[config.mk]
export PLATFORM = sky130hd
export DESIGN_NAME = tap_watchdog
export DESIGN_NICKNAME = d
export VERILOG_FILES = /design/src/rtl/tap_wd_pkg.sv /design/src/rtl/tap_wd_timebase.sv /design/src/rtl/tap_wd_edge.sv /design/src/rtl/tap_wd_ctrl.sv /design/src/rtl/tap_wd_ladder.sv /design/src/rtl/tap_watchdog.sv
export SDC_FILE = /design/constraint.sdc
export NUM_CORES = 1
export LEC_CHECK = 0
export BUFFER_PORTS_ARGS = -buffer_cell sky130_fd_sc_hd__buf_2
export CAP_MARGIN = 25
export CORE_MARGIN = 2
export CORE_UTILIZATION = 55
export CTS_CLUSTER_DIAMETER = 100
export DETAILED_ROUTE_END_ITERATION = 16
export PLACE_DENSITY = 0.87
export SYNTH_ARGS = -nofsm -noshare
export SYNTH_HDL_FRONTEND = slang
export SYNTH_SLANG_ARGS = --single-unit
export TNS_END_PERCENT = 100
[constraint.sdc]
create_clock -name clk -period 5.9 [get_ports clk]
set_input_delay 0.885 -clock clk [delete_from_list [all_inputs] [get_ports clk]]
set_output_delay 0.885 -clock clk [all_outputs]
set_load 0.1 [all_outputs]
[src/rtl/tap_wd_pkg.sv]
// Package: shared constants, register layout and helpers for the
// timebase-tap watchdog. Assumes a 32-bit register port and a timebase that
// is exactly two register words wide.
package tap_wd_pkg;

    localparam int DATA_W  = 32;
    localparam int TB_W    = 64;
    localparam int PER_W   = 6;
    localparam int ADDR_W  = 2;

    localparam logic [ADDR_W-1:0] A_CTRL  = 2'd0;
    localparam logic [ADDR_W-1:0] A_STAT  = 2'd1;
    localparam logic [ADDR_W-1:0] A_TB_LO = 2'd2;
    localparam logic [ADDR_W-1:0] A_TB_HI = 2'd3;

    // control word bit positions
    localparam int C_PLO_HI = 31;
    localparam int C_PLO_LO = 30;
    localparam int C_RC_HI  = 29;
    localparam int C_RC_LO  = 28;
    localparam int C_IEN    = 27;
    localparam int C_PHI_HI = 20;
    localparam int C_PHI_LO = 17;

    // status word bit positions
    localparam int S_ARM    = 31;
    localparam int S_INT    = 30;
    localparam int S_LR_HI  = 29;
    localparam int S_LR_LO  = 28;

    typedef struct packed {
        logic [PER_W-1:0] period;
        logic             irq_en;
        logic [1:0]       rst_ctl;
    } ctrl_t;

    // Pull the split period field out of a control word.
    function automatic logic [PER_W-1:0] word_to_period(input logic [DATA_W-1:0] w);
        return {w[C_PHI_HI:C_PHI_LO], w[C_PLO_HI:C_PLO_LO]};
    endfunction

    // Pack the control register into its word layout.
    function automatic logic [DATA_W-1:0] ctrl_to_word(input ctrl_t c);
        logic [DATA_W-1:0] w;
        w = '0;
        w[C_PLO_HI:C_PLO_LO] = c.period[1:0];
        w[C_PHI_HI:C_PHI_LO] = c.period[PER_W-1:2];
        w[C_RC_HI:C_RC_LO]   = c.rst_ctl;
        w[C_IEN]             = c.irq_en;
        return w;
    endfunction

endpackage

[src/rtl/tap_wd_timebase.sv]
// Timebase: a free-running counter of TB_W bits that advances on tick_en and
// can be loaded one DATA_W word at a time. Assumes TB_W == 2*DATA_W.
// A load has priority over the increment in the same cycle.
module tap_wd_timebase #(
    parameter int TB_W   = 64,
    parameter int DATA_W = 32
) (
    input  logic              clk,
    input  logic              rst_n,
    input  logic              tick_en,
    input  logic              load_lo,
    input  logic              load_hi,
    input  logic [DATA_W-1:0] wdata,
    output logic [TB_W-1:0]   tb
);
    localparam int LO_W = DATA_W;
    localparam int HI_W = TB_W - DATA_W;

    logic [TB_W-1:0] tb_q;

    // Count, or take a word load from the register port.
    always_ff @(posedge clk) begin
        if (!rst_n) begin
            tb_q <= '0;
        end else if (load_lo) begin
            tb_q[LO_W-1:0] <= wdata;
        end else if (load_hi) begin
            tb_q[TB_W-1:LO_W] <= wdata[HI_W-1:0];
        end else if (tick_en) begin
            tb_q <= tb_q + 1'b1;
        end
    end

    assign tb = tb_q;
endmodule

[src/rtl/tap_wd_edge.sv]
// Tap and edge detector: selects timebase bit (TB_W-1-period) and flags a
// 0-to-1 change against the value seen in the previous cycle. If the period
// differs from the previous cycle's, the comparison is void and no event is
// raised; the stored value is simply reloaded.
module tap_wd_edge #(
    parameter int TB_W  = 64,
    parameter int PER_W = 6
) (
    input  logic             clk,
    input  logic             rst_n,
    input  logic [TB_W-1:0]  tb,
    input  logic [PER_W-1:0] period,
    output logic             wd_event
);
    localparam int IDX_W = $clog2(TB_W);

    logic [IDX_W-1:0] idx;
    logic             tap_now;
    logic             tap_prev;
    logic [PER_W-1:0] per_prev;

    // Map period to bit index: larger period, less significant bit.
    assign idx     = IDX_W'(TB_W - 1) - IDX_W'(period);
    assign tap_now = tb[idx];

    // Remember the tapped bit and the period it was taken with.
    always_ff @(posedge clk) begin
        if (!rst_n) begin
            tap_prev <= 1'b0;
            per_prev <= '0;
        end else begin
            tap_prev <= tap_now;
            per_prev <= period;
        end
    end

    // Rising edge, valid only when the tap did not move.
    assign wd_event = tap_now && !tap_prev && (period == per_prev);
endmodule

[src/rtl/tap_wd_ctrl.sv]
// Control register: period, interrupt enable and reset-control. The
// reset-control field accepts a write only while it is still zero.
module tap_wd_ctrl
    import tap_wd_pkg::*;
(
    input  logic              clk,
    input  logic              rst_n,
    input  logic              wr,
    input  logic [DATA_W-1:0] wdata,
    output ctrl_t             ctrl
);
    ctrl_t ctrl_q;

    // Update fields on a write; reset-control sticks once nonzero.
    always_ff @(posedge clk) begin
        if (!rst_n) begin
            ctrl_q <= '0;
        end else if (wr) begin
            ctrl_q.period <= word_to_period(wdata);
            ctrl_q.irq_en <= wdata[C_IEN];
            if (ctrl_q.rst_ctl == 2'b00) begin
                ctrl_q.rst_ctl <= wdata[C_RC_HI:C_RC_LO];
            end
        end
    end

    assign ctrl = ctrl_q;
endmodule

[src/rtl/tap_wd_ladder.sv]
// Escalation ladder: armed flag, interrupt flag, last-reset record and the
// reset-request pulse. Each event moves one step; flag clears from the
// status write are applied after the event update, so a clear wins over a
// set of the same flag in one cycle.
module tap_wd_ladder (
    input  logic       clk,
    input  logic       rst_n,
    input  logic       wd_event,
    input  logic       clr_arm,
    input  logic       clr_int,
    input  logic       irq_en,
    input  logic [1:0] rst_ctl,
    output logic       arm,
    output logic       int_flag,
    output logic [1:0] last_rst,
    output logic       irq,
    output logic       rst_req
);
    logic       arm_q, int_q, req_q;
    logic [1:0] lr_q;
    logic       arm_d, int_d, req_d;
    logic [1:0] lr_d;

    // Next-state: one ladder step per event, then software clears.
    always_comb begin
        arm_d = arm_q;
        int_d = int_q;
        lr_d  = lr_q;
        req_d = 1'b0;
        if (wd_event) begin
            if (!arm_q) begin
                arm_d = 1'b1;
            end else if (!int_q) begin
                int_d = 1'b1;
            end else begin
                lr_d  = rst_ctl;
                req_d = (rst_ctl != 2'b00);
            end
        end
        if (clr_arm) arm_d = 1'b0;
        if (clr_int) int_d = 1'b0;
    end

    // State registers and the one-cycle request.
    always_ff @(posedge clk) begin
        if (!rst_n) begin
            arm_q <= 1'b0;
            int_q <= 1'b0;
            lr_q  <= 2'b00;
            req_q <= 1'b0;
        end else begin
            arm_q <= arm_d;
            int_q <= int_d;
            lr_q  <= lr_d;
            req_q <= req_d;
        end
    end

    assign arm      = arm_q;
    assign int_flag = int_q;
    assign last_rst = lr_q;
    assign irq      = int_q & irq_en;
    assign rst_req  = req_q;
endmodule

[src/rtl/tap_watchdog.sv]
// Top: timebase-tap watchdog with a word-wide register port. Writes take
// effect at the clock edge; reads are combinational on reg_addr.
module tap_watchdog
    import tap_wd_pkg::*;
(
    input  logic              clk,
    input  logic              rst_n,
    input  logic              tick_en,
    input  logic [ADDR_W-1:0] reg_addr,
    input  logic              reg_we,
    input  logic [DATA_W-1:0] reg_wdata,
    output logic [DATA_W-1:0] reg_rdata,
    output logic              wd_irq,
    output logic              wd_rst_req
);
    ctrl_t           ctrl_w;
    logic [TB_W-1:0] tb_w;
    logic            ev_w;
    logic            arm_w, int_w;
    logic [1:0]      lr_w;
    logic            wr_ctrl, wr_stat, wr_lo, wr_hi;

    // Decode register writes.
    assign wr_ctrl = reg_we && (reg_addr == A_CTRL);
    assign wr_stat = reg_we && (reg_addr == A_STAT);
    assign wr_lo   = reg_we && (reg_addr == A_TB_LO);
    assign wr_hi   = reg_we && (reg_addr == A_TB_HI);

    tap_wd_timebase #(.TB_W(TB_W), .DATA_W(DATA_W)) u_tb (
        .clk(clk), .rst_n(rst_n), .tick_en(tick_en),
        .load_lo(wr_lo), .load_hi(wr_hi), .wdata(reg_wdata), .tb(tb_w)
    );

    tap_wd_ctrl u_ctrl (
        .clk(clk), .rst_n(rst_n), .wr(wr_ctrl), .wdata(reg_wdata), .ctrl(ctrl_w)
    );

    tap_wd_edge #(.TB_W(TB_W), .PER_W(PER_W)) u_edge (
        .clk(clk), .rst_n(rst_n), .tb(tb_w), .period(ctrl_w.period), .wd_event(ev_w)
    );

    tap_wd_ladder u_ladder (
        .clk(clk), .rst_n(rst_n), .wd_event(ev_w),
        .clr_arm(wr_stat && reg_wdata[S_ARM]),
        .clr_int(wr_stat && reg_wdata[S_INT]),
        .irq_en(ctrl_w.irq_en), .rst_ctl(ctrl_w.rst_ctl),
        .arm(arm_w), .int_flag(int_w), .last_rst(lr_w),
        .irq(wd_irq), .rst_req(wd_rst_req)
    );

    // Read mux.
    always_comb begin
        reg_rdata = '0;
        case (reg_addr)
            A_CTRL:  reg_rdata = ctrl_to_word(ctrl_w);
            A_STAT: begin
                reg_rdata[S_ARM]           = arm_w;
                reg_rdata[S_INT]           = int_w;
                reg_rdata[S_LR_HI:S_LR_LO] = lr_w;
            end
            A_TB_LO: reg_rdata = tb_w[DATA_W-1:0];
            default: reg_rdata = tb_w[TB_W-1:DATA_W];
        endcase
    end
endmodule

==> results.cfg <==
[critical_path]
crit_fanout = 38
rr_endpoint = u_ladder.arm
cp_data_required_time_ns = 6.19
path_common_cell = nand4_2
crit_start = reg_addr[1]
startpoint_type = primary input
crit_chain = buf_2 > a21boi_2 > nand4_2 > nor4_4 > nand4_2 > or4_1 > a31oi_1
slowest_delay_ns = 0.79
worst_path_max_delay_cell = nor4_4
ff2ff_setup_slack_ns = 3.05
critical_path_class = primary input to register
ff2ff_path_depth = 6
endpoint_kind = register
crit_path_end = u_tb.tb[60]
cp_data_arrival_time_ns = 3.68
worstReg2RegStart = u_ctrl.ctrl[4]

[finish]
final_layout_size_suffix_gt1_share_pct = 19.83
multiInputGateArea_sq_um = 3582
diodes = 0
nFillCells = 866
nets = 725
area_delta_synth_final_pct = 10.67
regArea_sq_um = 1702

[global_routing]
grt_antenna_before_repair = 0
grt_first_pass_wirelength_um = 26540
top_usage_layer = met2
grt_max_degree = 63
overflow = 0
grtUsageMet3_pct = 6.015
grt_util_met2_pct = 49.16
grt_pass1_vias = 5217
track_usage_pct = 30.24
grt.met1_usage_pct = 39.33

[timing]
fin_ws_ns = 2.512
fmax_mhz = 295.2
min_period_over_period_pct = 57.42
worst_pin_slew_ns = 1.041
min_period_ns = 3.388
hold_slack_ns = 0.4679
fin_worst_skew_ns = 0.01291
rsz0062_at_grt = false
slew_headroom_pct = 30.47
timing_hold_violations_final = 0
slew_viol_final = 0
setup_tns_ns = 0
setup_viol = 0

[synth]
ys_async_sr_fraction_pct = 0
synthTopCellsByArea = dfxtp_1 31%, mux4_2 6.5%, mux2i_1 5.4%
yosysTopAreaCell = dfxtp_1
ys_ff_latch = 85
syn-cell-area_sq_um = 5545
synth-edff-count = 0
seq_area_frac_synth_pct = 30.69
synth_flop_cell = dfxtp_1
ys_warn_count = 0
synth.distinct_cells = 63
synthTopCellsByCount = 85 x dfxtp_1, 68 x nand2_1, 45 x nor2_1
avgSynthCellArea_sq_um = 8.597
synthDominantCellAreaShare_pct = 30.69
synth.most_common_cell = dfxtp_1
synth_fp_nets = 684
netlist_instances = 645

[detailed_routing]
first_pass_iters = 5
routed_wirelength_um = 16470
wire_per_inst_um = 19.99
postRouteAntennaNets = 0
drc = 0
drt_iter0_drc = 545
num_vias = 5380
vias_per_cell = 6.529

[clock_network]
postCtsSetupBuffers = 0
cts_sinks = 85
cts_hold_buf = 0
insertion_delay_ns = 0.38
cts_tree = built
numCtsBuffers = 9
cts_resized = 0
path_clk_slew_ns = 0.10
cts.path.max_buffers = 2
cts_root_buf = clkbuf_8
cts-htree-levels = 3

[place]
pre_cts_ws_ns = 2.211
place_congestion = 0.9552
portBuffers = 71
dp_hpwl_um = 11370

[floorplanning]
fp-row-count = 36
die_x_um = 104.4
ioPinCount = 72
coreArea_sq_um = 9774
start_util_pct = 56.73
die_y_um = 104.4
dieArea_sq_um = 10900

[worst_hold_path]
min_from = u_ladder.last_rst[0]
holdCritPathClass = register to register

[power_and_ir_drop]
total_power_mw = 1.391
power.leakage_nw = 2.294
power.density_nw_per_um2 = 226.6
ir_worst_vdd_uv = 125.8

[job]
maxCapViolations = 0

[status]
outcome = finished, final reports clean
cell type report:
class                   count  area share, %
clock buffers              10          2.243
flip-flops and latches     85          27.73
repair buffers             75          6.687
well taps                 133          2.712
inverters                   6         0.3670
multi-input cells         509          58.37
clock inverters             6          1.896
layer usage:
| metal | routed length [um] | part of all wire [%] |
|---|---|---|
| met5 | 0 | 0 |
| met4 | 399 | 2.4 |
| met3 | 1480 | 9.0 |
| met2 | 7693 | 47 |
| met1 | 6896 | 42 |
worst min path at each step:
stage	endpoint	cells past startpoint
finish	u_ladder.last_rst[0]	2
floorplan	u_ladder.last_rst[0]	2
detailed placement	u_ladder.last_rst[0]	2
global route	u_ladder.last_rst[0]	2
CTS	u_ladder.last_rst[0]	2
global placement	u_ladder.last_rst[0]	2
layout by cell type, fill, tap and decap left out, drive strengths merged, types with 18 or more instances in the layout:
cell / count
nand4: 23
mux2i: 30
nand2: 68
nand3: 27
xor2: 32
nor2: 46
a21oi: 30
o21ai: 23
nor2b: 24
dfxtp: 85
and3: 18
a211oi: 27
buf: 75
cell families after synthesis:
logic type,share of synthesized area [%]
mux,14.42
buf+inv,4.716
simple gates,26.99
fa+ha+maj,0.2256
xor+xnor,6.949
compound gates,16.02
flops,30.69
critical path, delay by kind of cell:
kind | cells | cell delay [ns]
buf+inv | 1 | 0.32
simple gates | 4 | 1.77
compound gates | 2 | 0.70
where the power goes:
group          leakage, nW  switching [mW]  internal, mW
clock                0.128           0.234         0.297
sequential           0.693          0.0434         0.598
combinational         1.47           0.145        0.0734
state kept, by name (all words and copies together) (netlist names):
| register | flops |
|---|---|
| u_tb.tb | 64 |
| u_ladder.arm | 1 |
| u_edge.tap_prev | 1 |
| u_ladder.rst_req | 1 |
| u_ctrl.ctrl | 9 |
| u_ladder.int_flag | 1 |
| u_ladder.last_rst | 2 |
| u_edge.per_prev | 6 |
through the flow:
step           util, %  instance area, sq um  cells
2_1_floorplan        -                  5545    645
3_3_place_gp     59.78                  5843    806
3_5_place_dp     59.78                  5843    806
4_1_cts          62.38                  6097    822
5_1_grt          62.79                  6137    824
6_report         62.79                  6137    824
No activity file was read; power rests on OpenSTA's default activity.
